### config.mk
export PLATFORM = sky130hd
export DESIGN_NAME = dual_timer_counter
export DESIGN_NICKNAME = d
export VERILOG_FILES = /design/src/rtl/tmr_pkg.sv /design/src/rtl/tmr_tick.sv /design/src/rtl/tmr_sync.sv /design/src/rtl/tmr_fall.sv /design/src/rtl/tmr_chan.sv /design/src/rtl/dual_timer_counter.sv
export SDC_FILE = /design/constraint.sdc
export NUM_CORES = 1
export LEC_CHECK = 0
export BUFFER_PORTS_ARGS = -buffer_cell sky130_fd_sc_hd__buf_2
export CORE_MARGIN = 2
export CORE_UTILIZATION = 40
export DETAILED_ROUTE_END_ITERATION = 10
export MAX_ROUTING_LAYER = met4
export SYNTH_ARGS = -nofsm -noshare
export SYNTH_HDL_FRONTEND = slang
export SYNTH_HIERARCHICAL = 1
export SYNTH_SLANG_ARGS = --single-unit
export TNS_END_PERCENT = 100
### constraint.sdc
create_clock -name clk -period 3.3 [get_ports clk]
set_input_delay 0.495 -clock clk [delete_from_list [all_inputs] [get_ports clk]]
set_output_delay 0.495 -clock clk [all_outputs]
set_load 0.05 [all_outputs]
### src/rtl/tmr_pkg.sv
package tmr_pkg;
  typedef enum logic [1:0] {
    MODE_13     = 2'b00,
    MODE_16     = 2'b01,
    MODE_RELOAD = 2'b10,
    MODE_SPLIT  = 2'b11
  } tmr_mode_e;

  localparam logic [1:0] ADDR_LO0 = 2'd0;
  localparam logic [1:0] ADDR_HI0 = 2'd1;
  localparam logic [1:0] ADDR_LO1 = 2'd2;
  localparam logic [1:0] ADDR_HI1 = 2'd3;
endpackage

### src/rtl/tmr_tick.sv
module tmr_tick #(
  parameter int CLK_DIV = 12
) (
  input  logic clk,
  input  logic rst_n,
  output logic tick
);
  localparam int CW = (CLK_DIV > 1) ? $clog2(CLK_DIV) : 1;
  localparam logic [CW-1:0] LAST = CW'(CLK_DIV - 1);

  logic [CW-1:0] cnt;

  always_ff @(posedge clk) begin
    if (!rst_n) cnt <= '0;
    else if (cnt == LAST) cnt <= '0;
    else cnt <= cnt + CW'(1);
  end

  assign tick = (cnt == LAST);

  // ticks are spaced by the divide ratio, never back to back
  a_r3_tick_spacing: assert property (@(posedge clk) disable iff (!rst_n)
    (tick && (CLK_DIV > 1)) |=> !tick);
endmodule

### src/rtl/tmr_sync.sv
module tmr_sync #(
  parameter int STAGES = 2
) (
  input  logic clk,
  input  logic rst_n,
  input  logic d,
  output logic q
);
  logic [STAGES-1:0] sh;

  always_ff @(posedge clk) begin
    if (!rst_n) sh <= '0;
    else sh <= {sh[STAGES-2:0], d};
  end

  assign q = sh[STAGES-1];
endmodule

### src/rtl/tmr_fall.sv
module tmr_fall (
  input  logic clk,
  input  logic rst_n,
  input  logic tick,
  input  logic lvl,
  output logic fall
);
  logic prev;

  always_ff @(posedge clk) begin
    if (!rst_n) prev <= 1'b0;
    else if (tick) prev <= lvl;
  end

  assign fall = tick && prev && !lvl;

  // an edge event is only reported on a machine-cycle tick
  a_r4_fall_on_tick: assert property (@(posedge clk) disable iff (!rst_n)
    fall |-> tick);
endmodule

### src/rtl/tmr_chan.sv
module tmr_chan
  import tmr_pkg::*;
#(
  parameter int W        = 8,
  parameter int PRE_W    = 5,
  parameter bit SPLIT_OK = 1'b0
) (
  input  logic          clk,
  input  logic          rst_n,
  input  tmr_mode_e     mode,
  input  logic          cnt_en,
  input  logic          hi_en,
  input  logic          wr_lo,
  input  logic          wr_hi,
  input  logic [W-1:0]  wdata,
  output logic [W-1:0]  tl,
  output logic [W-1:0]  th,
  output logic          ovf_lo,
  output logic          ovf_hi
);
  localparam logic [W-1:0]     ONE_W  = W'(1);
  localparam logic [PRE_W-1:0] ONE_P  = PRE_W'(1);
  localparam logic [2*W-1:0]   ONE_2W = (2*W)'(1);

  logic [W-1:0] tl_n, th_n;

  always_comb begin
    tl_n   = tl;
    th_n   = th;
    ovf_lo = 1'b0;
    ovf_hi = 1'b0;
    case (mode)
      MODE_13: begin
        if (cnt_en) begin
          if (&tl[PRE_W-1:0]) begin
            tl_n[PRE_W-1:0] = '0;
            th_n   = th + ONE_W;
            ovf_lo = &th;
          end else begin
            tl_n[PRE_W-1:0] = tl[PRE_W-1:0] + ONE_P;
          end
        end
      end
      MODE_16: begin
        if (cnt_en) begin
          {th_n, tl_n} = {th, tl} + ONE_2W;
          ovf_lo = &{th, tl};
        end
      end
      MODE_RELOAD: begin
        if (cnt_en) begin
          if (&tl) begin
            tl_n   = th;
            ovf_lo = 1'b1;
          end else begin
            tl_n = tl + ONE_W;
          end
        end
      end
      default: begin
        if (SPLIT_OK) begin
          if (cnt_en) begin
            tl_n   = tl + ONE_W;
            ovf_lo = &tl;
          end
          if (hi_en) begin
            th_n   = th + ONE_W;
            ovf_hi = &th;
          end
        end
      end
    endcase
    if (wr_lo) tl_n = wdata;
    if (wr_hi) th_n = wdata;
  end

  always_ff @(posedge clk) begin
    if (!rst_n) begin
      tl <= '0;
      th <= '0;
    end else begin
      tl <= tl_n;
      th <= th_n;
    end
  end

  // a low-byte write always lands, whatever the counter did
  a_r13_write_wins: assert property (@(posedge clk) disable iff (!rst_n)
    wr_lo |=> tl == $past(wdata));

  // a reload wrap copies the high byte into the low byte
  a_r8_reload: assert property (@(posedge clk) disable iff (!rst_n)
    (mode == MODE_RELOAD && cnt_en && (&tl) && !wr_lo && !wr_hi) |=> tl == $past(th));

  // upper low-byte bits are untouched in 13-bit mode
  a_r6_upper_held: assert property (@(posedge clk) disable iff (!rst_n)
    (mode == MODE_13 && !wr_lo) |=> tl[W-1:PRE_W] == $past(tl[W-1:PRE_W]));

  // a channel without split support freezes in mode 3
  a_r11_frozen: assert property (@(posedge clk) disable iff (!rst_n)
    (!SPLIT_OK && mode == MODE_SPLIT && !wr_lo && !wr_hi) |=> ($stable(tl) && $stable(th)));
endmodule

### src/rtl/dual_timer_counter.sv
module dual_timer_counter
  import tmr_pkg::*;
#(
  parameter int CLK_DIV   = 12,
  parameter int W         = 8,
  parameter int PRE_W     = 5,
  parameter int SYNC_STG  = 2
) (
  input  logic         clk,
  input  logic         rst_n,
  input  logic         reg_wr,
  input  logic [1:0]   reg_addr,
  input  logic [W-1:0] reg_wdata,
  output logic [W-1:0] reg_rdata,
  input  logic [1:0]   t0_mode,
  input  logic         t0_gate,
  input  logic         t0_cnt_sel,
  input  logic         t0_run,
  input  logic [1:0]   t1_mode,
  input  logic         t1_gate,
  input  logic         t1_cnt_sel,
  input  logic         t1_run,
  input  logic         t0_pin,
  input  logic         t1_pin,
  input  logic         int0_pin,
  input  logic         int1_pin,
  input  logic         ack0,
  input  logic         ack1,
  output logic         tf0,
  output logic         tf1
);
  localparam int NPIN = 4;

  logic tick;
  logic [NPIN-1:0] pin_raw, pin_s;
  logic [1:0] fall;

  tmr_tick #(.CLK_DIV(CLK_DIV)) u_tick (.clk(clk), .rst_n(rst_n), .tick(tick));

  // pins: 0 = t0 count, 1 = t1 count, 2 = int0 gate, 3 = int1 gate
  assign pin_raw = {int1_pin, int0_pin, t1_pin, t0_pin};

  for (genvar g = 0; g < NPIN; g++) begin : g_sync
    tmr_sync #(.STAGES(SYNC_STG)) u_sync (
      .clk(clk), .rst_n(rst_n), .d(pin_raw[g]), .q(pin_s[g]));
  end

  for (genvar g = 0; g < 2; g++) begin : g_fall
    tmr_fall u_fall (
      .clk(clk), .rst_n(rst_n), .tick(tick), .lvl(pin_s[g]), .fall(fall[g]));
  end

  tmr_mode_e m0, m1;
  assign m0 = tmr_mode_e'(t0_mode);
  assign m1 = tmr_mode_e'(t1_mode);

  logic go0, go1, ev0, ev1, hi0;
  assign go0 = t0_run && (!t0_gate || pin_s[2]);
  assign go1 = t1_run && (!t1_gate || pin_s[3]);
  assign ev0 = go0 && (t0_cnt_sel ? fall[0] : tick);
  assign ev1 = go1 && (t1_cnt_sel ? fall[1] : tick);
  assign hi0 = tick && t1_run;

  logic wl0, wh0, wl1, wh1;
  assign wl0 = reg_wr && (reg_addr == ADDR_LO0);
  assign wh0 = reg_wr && (reg_addr == ADDR_HI0);
  assign wl1 = reg_wr && (reg_addr == ADDR_LO1);
  assign wh1 = reg_wr && (reg_addr == ADDR_HI1);

  logic [W-1:0] tl0, th0, tl1, th1;
  logic ovf0_lo, ovf0_hi, ovf1_lo, ovf1_hi;

  tmr_chan #(.W(W), .PRE_W(PRE_W), .SPLIT_OK(1'b1)) u_ch0 (
    .clk(clk), .rst_n(rst_n), .mode(m0), .cnt_en(ev0), .hi_en(hi0),
    .wr_lo(wl0), .wr_hi(wh0), .wdata(reg_wdata),
    .tl(tl0), .th(th0), .ovf_lo(ovf0_lo), .ovf_hi(ovf0_hi));

  tmr_chan #(.W(W), .PRE_W(PRE_W), .SPLIT_OK(1'b0)) u_ch1 (
    .clk(clk), .rst_n(rst_n), .mode(m1), .cnt_en(ev1), .hi_en(1'b0),
    .wr_lo(wl1), .wr_hi(wh1), .wdata(reg_wdata),
    .tl(tl1), .th(th1), .ovf_lo(ovf1_lo), .ovf_hi(ovf1_hi));

  logic set0, set1;
  assign set0 = ovf0_lo;
  assign set1 = ((m0 == MODE_SPLIT) ? ovf0_hi : ovf1_lo) | ovf1_hi;

  always_ff @(posedge clk) begin
    if (!rst_n) begin
      tf0 <= 1'b0;
      tf1 <= 1'b0;
    end else begin
      tf0 <= set0 | (tf0 & ~ack0);
      tf1 <= set1 | (tf1 & ~ack1);
    end
  end

  always_comb begin
    case (reg_addr)
      ADDR_LO0: reg_rdata = tl0;
      ADDR_HI0: reg_rdata = th0;
      ADDR_LO1: reg_rdata = tl1;
      default:  reg_rdata = th1;
    endcase
  end

  // an overflow always leaves its flag high
  a_r12_set_wins: assert property (@(posedge clk) disable iff (!rst_n)
    ovf0_lo |=> tf0);

  // acknowledge without a new overflow drops the flag
  a_r12_ack_clears: assert property (@(posedge clk) disable iff (!rst_n)
    (tf0 && ack0 && !ovf0_lo) |=> !tf0);

  // in split mode channel 1's own wrap cannot raise flag 1
  a_r10_borrowed_flag: assert property (@(posedge clk) disable iff (!rst_n)
    (m0 == MODE_SPLIT && ovf1_lo && !ovf0_hi && !tf1) |=> !tf1);
endmodule

---- Yosys cells after proc, flatten, opt, wreduce, memory -nomap -nowiden ----
Index checks and enable logic that the tools add are counted.
storage, ports and cells
  logic and storage cells ................. 140
  bits in registers ....................... 48
  output and inout bits ................... 10
  bits of input ports ..................... 29
cells by class
  reduce and logical (&&, ||, !) cells .... 42
  bitwise gates (word level) .............. 7
  $add $sub $neg .......................... 9
  eq/ne operators ......................... 20
  multiplexer cells ....................... 47
operators with widths
  cell                                                    number
  two-way mux 8 bit                                       18
  case mux 8 bit (3 select lines)                         2
  adder 16 x 1 -> 16 bit (second input constant)          2
  adder 8 x 1 -> 8 bit (second input constant)            4
  AND reduction 16 bit                                    2
  AND reduction 8 bit                                     4
  case mux 5 bit (3 select lines)                         2
  inequality test 3 x 2 -> 1 bit (second input constant)  7
  two-way mux 5 bit                                       4
  two-way mux 1 bit                                       16
  case mux 8 bit (2 select lines)                         1
  AND reduction 5 bit                                     3
  logical AND 1 bit                                       13
  adder 5 x 1 -> 5 bit (second input constant)            2
  == test 2 bit (second input constant)                   5
  case mux 3 bit (3 select lines)                         1
  AND reduction 4 bit                                     2
  nonzero test 4 bit                                      2
  == test 2 x 1 -> 1 bit (second input constant)          3
  logical NOT 2 bit                                       3
  inequality test 3 x 1 -> 1 bit (second input constant)  2
  case mux 1 bit (3 select lines)                         2
  case mux 3 bit (2 select lines)                         1
  nonzero test 3 bit                                      2
  13 further kinds                                        22

---- Logic depth before layout (Yosys ltp) ----
  word-level depth ........................ 9
  depth in mapped cells ................... 11
  depth with buffers taken out ............ 10

---- Cells and area by module ----
The synthesis kept the hierarchy.
by module, submodules not included
  module              area an instance (µm²)  cells an instance  times used  seq. area each (µm²)
  tmr_chan at u_ch1   1343.8                  179                1           320.3
  tmr_chan at u_ch0   1341.3                  168                1           320.3
  dual_timer_counter  379.1                   31                 1           40.0
  tmr_sync            52.6                    4                  4           40.0
  tmr_tick            171.4                   17                 1           80.1
  tmr_fall            46.3                    4                  2           20.0

---- Least setup slack after synthesis ----
Ideal clock, no wire load.
  path kind ............................... register to register
  from .................................... register u_tick.cnt[0]
  to ...................................... register u_ch0.th[3]
  setup time .............................. 0.127 ns
  slack ................................... 0.851 ns
  cell stages (with the launch flop) ...... 12
  arrival ................................. 2.322 ns
  buffers on the path ..................... 1
  period minus slack after synthesis ...... 2.449 ns
  cells stage by stage .................... dfxtp_1 -> ha_1 -> and3b_2 -> and3b_2 -> mux2_2 -> and3_1 -> clkbuf_1 -> o21a_1 -> o221ai_2 -> nor4b_1 -> xnor2_1 -> a21oi_1
between the ends
  word-level cells in the longest chain between the ends .. 7
  elaborated cells between the ends (all ways) .. 10
  classes of those cells .................. eq/ne (3); mux (1); reduce/logical (6)
RTL lines
  item                                      RTL line                  RTL
  from (decl)                               tmr_tick.sv:11            logic [CW-1:0] cnt;
  from (signal assigned)                    tmr_tick.sv:16            else cnt <= cnt + CW'(1);
  == test 4 bit *                           tmr_tick.sv:19            assign tick = (cnt == LAST);
  net tick                                  dual_timer_counter.sv:34  logic tick;
  logical AND 1 bit * (2 in series)         tmr_fall.sv:15            assign fall = tick && prev && !lvl;
  net fall[0]                               dual_timer_counter.sv:36  logic [1:0] fall;
  two-way mux 1 bit *                       dual_timer_counter.sv:60  assign ev0 = go0 && (t0_cnt_sel ? fall[0] : tick);
  logical AND 1 bit *                       dual_timer_counter.sv:60
  net ev0                                   dual_timer_counter.sv:57  logic go0, go1, ev0, ev1, hi0;
  inequality test 3 x 2 -> 1 bit (no line)  -
  AND reduction 5 bit (no line) *           -
  to (signal assigned)                      tmr_chan.sv:83            th <= th_n;
  to (decl)                                 tmr_chan.sv:17            output logic [W-1:0] th,
Mark *: on every way through the listed nets, which the timed path passes. The rest lies on a longest branch.
A chain may end at the register's enable or synchronous reset.

---- Worst setup path after layout ----
  from .................................... register u_tick.cnt[0]
  to ...................................... register u_ch1.tl[3]
between the ends
  word-level cells in the longest chain between the ends .. 7
  elaborated cells between the ends (all ways) .. 9
  classes of those cells .................. eq/ne (4); mux (1); reduce/logical (4)
RTL lines
  item                                      RTL line                  RTL
  == test 4 bit *                           tmr_tick.sv:19
  net tick                                  dual_timer_counter.sv:34
  logical AND 1 bit * (2 in series)         tmr_fall.sv:15
  net fall[1]                               dual_timer_counter.sv:36
  two-way mux 1 bit *                       dual_timer_counter.sv:61  assign ev1 = go1 && (t1_cnt_sel ? fall[1] : tick);
  logical AND 1 bit *                       dual_timer_counter.sv:61
  net ev1                                   dual_timer_counter.sv:57
  inequality test 3 x 2 -> 1 bit (no line)  -
  AND reduction 4 bit (no line) *           -
  to (signal assigned)                      tmr_chan.sv:82            tl <= tl_n;
  to (decl)                                 tmr_chan.sv:16            output logic [W-1:0] tl,
Marks and branches as above.

==> metrics.yaml <==
cap_violations: 0
skew_ns: 0.00587
start_util_pct: 40.9
finalCritPeriodShare_pct: 82.5
cts_resized: 0
slew_violations: 0
cts_hold_buf: 0
gp_congestion: 0.940
grt_antenna_before_repair: 0
firstDrtPassIters: 6
num_antenna_cells: 0
p_leak_nw: 1.45
critPathTopFamily: "simple AND/OR/NAND/NOR gates"
multiInputGateArea_sq_mm: 0.00235
final_hold_viol_count: 0
antenna_left: 0
port-buffer-count: 38
cts_made_buffers: 5
grt_pass1_vias: 3241
drt_iter0_markers: 168
grtUsageTotal_pct: 21.7
vias_per_cell: 6.12
nFillCells: 874
relSlewSlack_pct: 56.6
ioPinCount: 39
pre_cts_ws_ns: 0.616
place_area_sq_mm: 0.00372
path_class: "reg2reg"
reg2regPathDepth: 9
rsz0062_at_grt: "false"
slowest_delay_ns: 0.60
grt_max_degree: 33
clock-sinks: 48
min_path_cells: 2
status: "finished clean"
powerDensity_mw_per_mm2: 321
regArea_sq_um: 961
core_sq_mm: 0.00864
rows: 34
drc_errors: 0
clkTransAtPathRegs_ns: 0.10
syn_avg_cell_area_sq_um: 8.46
stdcell_count: 552
fin_crit_ns: 2.72
cts.path.max_buffers: 2
dpl.hpwl_um: 7520
cp.arrival_ns: 2.97
syn2layout_area_growth_pct: 7.96
cts_setup_buffers: 0
cpMostUsedCell: "and3b_2"
worstPathCellList: "ha_1 > and3b_2 > and3b_2 > mux2_2 > and3_1 > nor3b_1 > o211ai_1 > a21oi_1 > a22o_1"
synth_area_sq_mm: 0.00353
crit_fanout: 11
wire_per_inst_um: 18.1
placedCellCount: 544
crit_path_top_delay_cell: "nor3b_1"
required_ns: 3.55
synth_fp_nets: 461
fin_tns_setup_ns: 0
hp-class: "in2reg"
cp-start-kind: "flip-flop"
layout_setup_ws_ns: 0.578
cts.htree.levels: 2
postLayoutCellArea_sq_mm: 0.00382
dieHeight_um: 98.0
cts_tree: "done"
syn-instance-count: 418
clock-root-buffer: "clkbuf_8"
tightest_slew_ns: 0.650
dieArea_sq_mm: 0.00960
end_kind: "flip-flop"
path_buf_inv: 0
wl_um: 9970
drive_gt1_share_pct: 18.0
die_w_um: 98.0
nets: 486
vias: 3376
grt_pass1_wl_um: 16300
worstSkewPairLatency_ns: 0.30
irDropWorstVdd_v: 0.000146
grt_overflow: 0
setup_violations: 0
fmax_mhz: 367
critical_path_cell_count: 9
yosysWarningCount: 6
[cell type report]
type | instances | area share [%]
clock buffers | 7 | 2.26
clock inverters | 1 | 0.197
inverters | 17 | 1.67
multi-input cells | 330 | 61.6
flip-flops and latches | 48 | 25.2
well taps | 108 | 3.54
repair buffers | 41 | 5.57
[power breakdown]
part           switching [W]  total (W)  internal [W]
combinational       0.000126   0.000208     0.0000817
sequential         0.0000330   0.000636      0.000603
clock               0.000209   0.000380      0.000171
total               0.000368    0.00122      0.000855
[cells in the final DEF (no fill, tap or decap), types with 3 or more instances in the layout]
cell type  count
a211oi_1       4
a21boi_0       3
a21o_1         3
a21oi_1       19
a221oi_1       3
a311oi_1       4
and2_1        13
and3_1        10
and3_2         3
and3b_2        4
and4_1         3
buf_2         38
buf_4          3
clkbuf_8       6
dfxtp_1       48
ha_1          14
inv_1         16
mux2i_1        8
mux4_2         6
nand2_1       28
nand2b_1       6
nand3_1       15
nand4_1       10
nor2_1        24
nor2b_1        9
nor3_1         9
nor3b_1        9
nor4_1         3
nor4b_1        3
o211ai_1       6
o21a_1         3
o21ai_0       40
o31ai_1        3
or2_2          3
xnor2_1       13
xor2_1         5
[state kept, by name, summed over array words and instances (netlist names)]
name / cells
tf1: 1
u_ch0/tl: 8
u_ch0/th: 8
g_fall.u_fall/prev: 2
g_sync.u_sync/sh: 8
tf0: 1
u_ch1/tl: 8
u_ch1/th: 8
u_tick/cnt: 4
[through the flow]
step | total power [W] | hold WS, ns | utilization, %
finish | 0.00122 | 0.388 | 44.2
global route | 0.00129 | 0.387 | 44.2
global placement | 0.000851 | 0.416 | 43.1
floorplan | 0.000787 | 0.412 | -
detailed placement | 0.000855 | 0.420 | 43.1
CTS | 0.00123 | 0.380 | 44.2
[per-layer routing]
| layer | track usage, % | share of wire [%] |
|---|---|---|
| met1 | 26.9 | 43 |
| met4 | 8.23 | 2.7 |
| met3 | 2.93 | 5.9 |
| met2 | 36.0 | 49 |
| met5 | - | 0 |
[worst register-to-register path, cell delays in order (launching register included)]
cell and delay [ns]:
dfxtp_1 0.36, ha_1 0.21, and3b_2 0.30, and3b_2 0.20, mux2_2 0.13, and3_1 0.39
nor3b_1 0.60, o211ai_1 0.18, a21oi_1 0.16, a22o_1 0.13
[worst paths after layout]
kind,from,end,slack (ns)
worst min register to register,g_sync[0].u_sync/sh[0]$_SDFF_PN0_,g_sync[0].u_sync/sh[1]$_SDFF_PN0_,0.44
worst min-delay path,int1_pin,g_sync[3].u_sync/sh[0]$_SDFF_PN0_,0.39
worst max register to register,u_tick/cnt[0]$_SDFF_PP0_,u_ch1/tl[3]$_SDFFE_PN0P_,0.58
worst max-delay path,u_tick/cnt[0]$_SDFF_PP0_,u_ch1/tl[3]$_SDFFE_PN0P_,0.58
(Power assumes the default switching activity.)
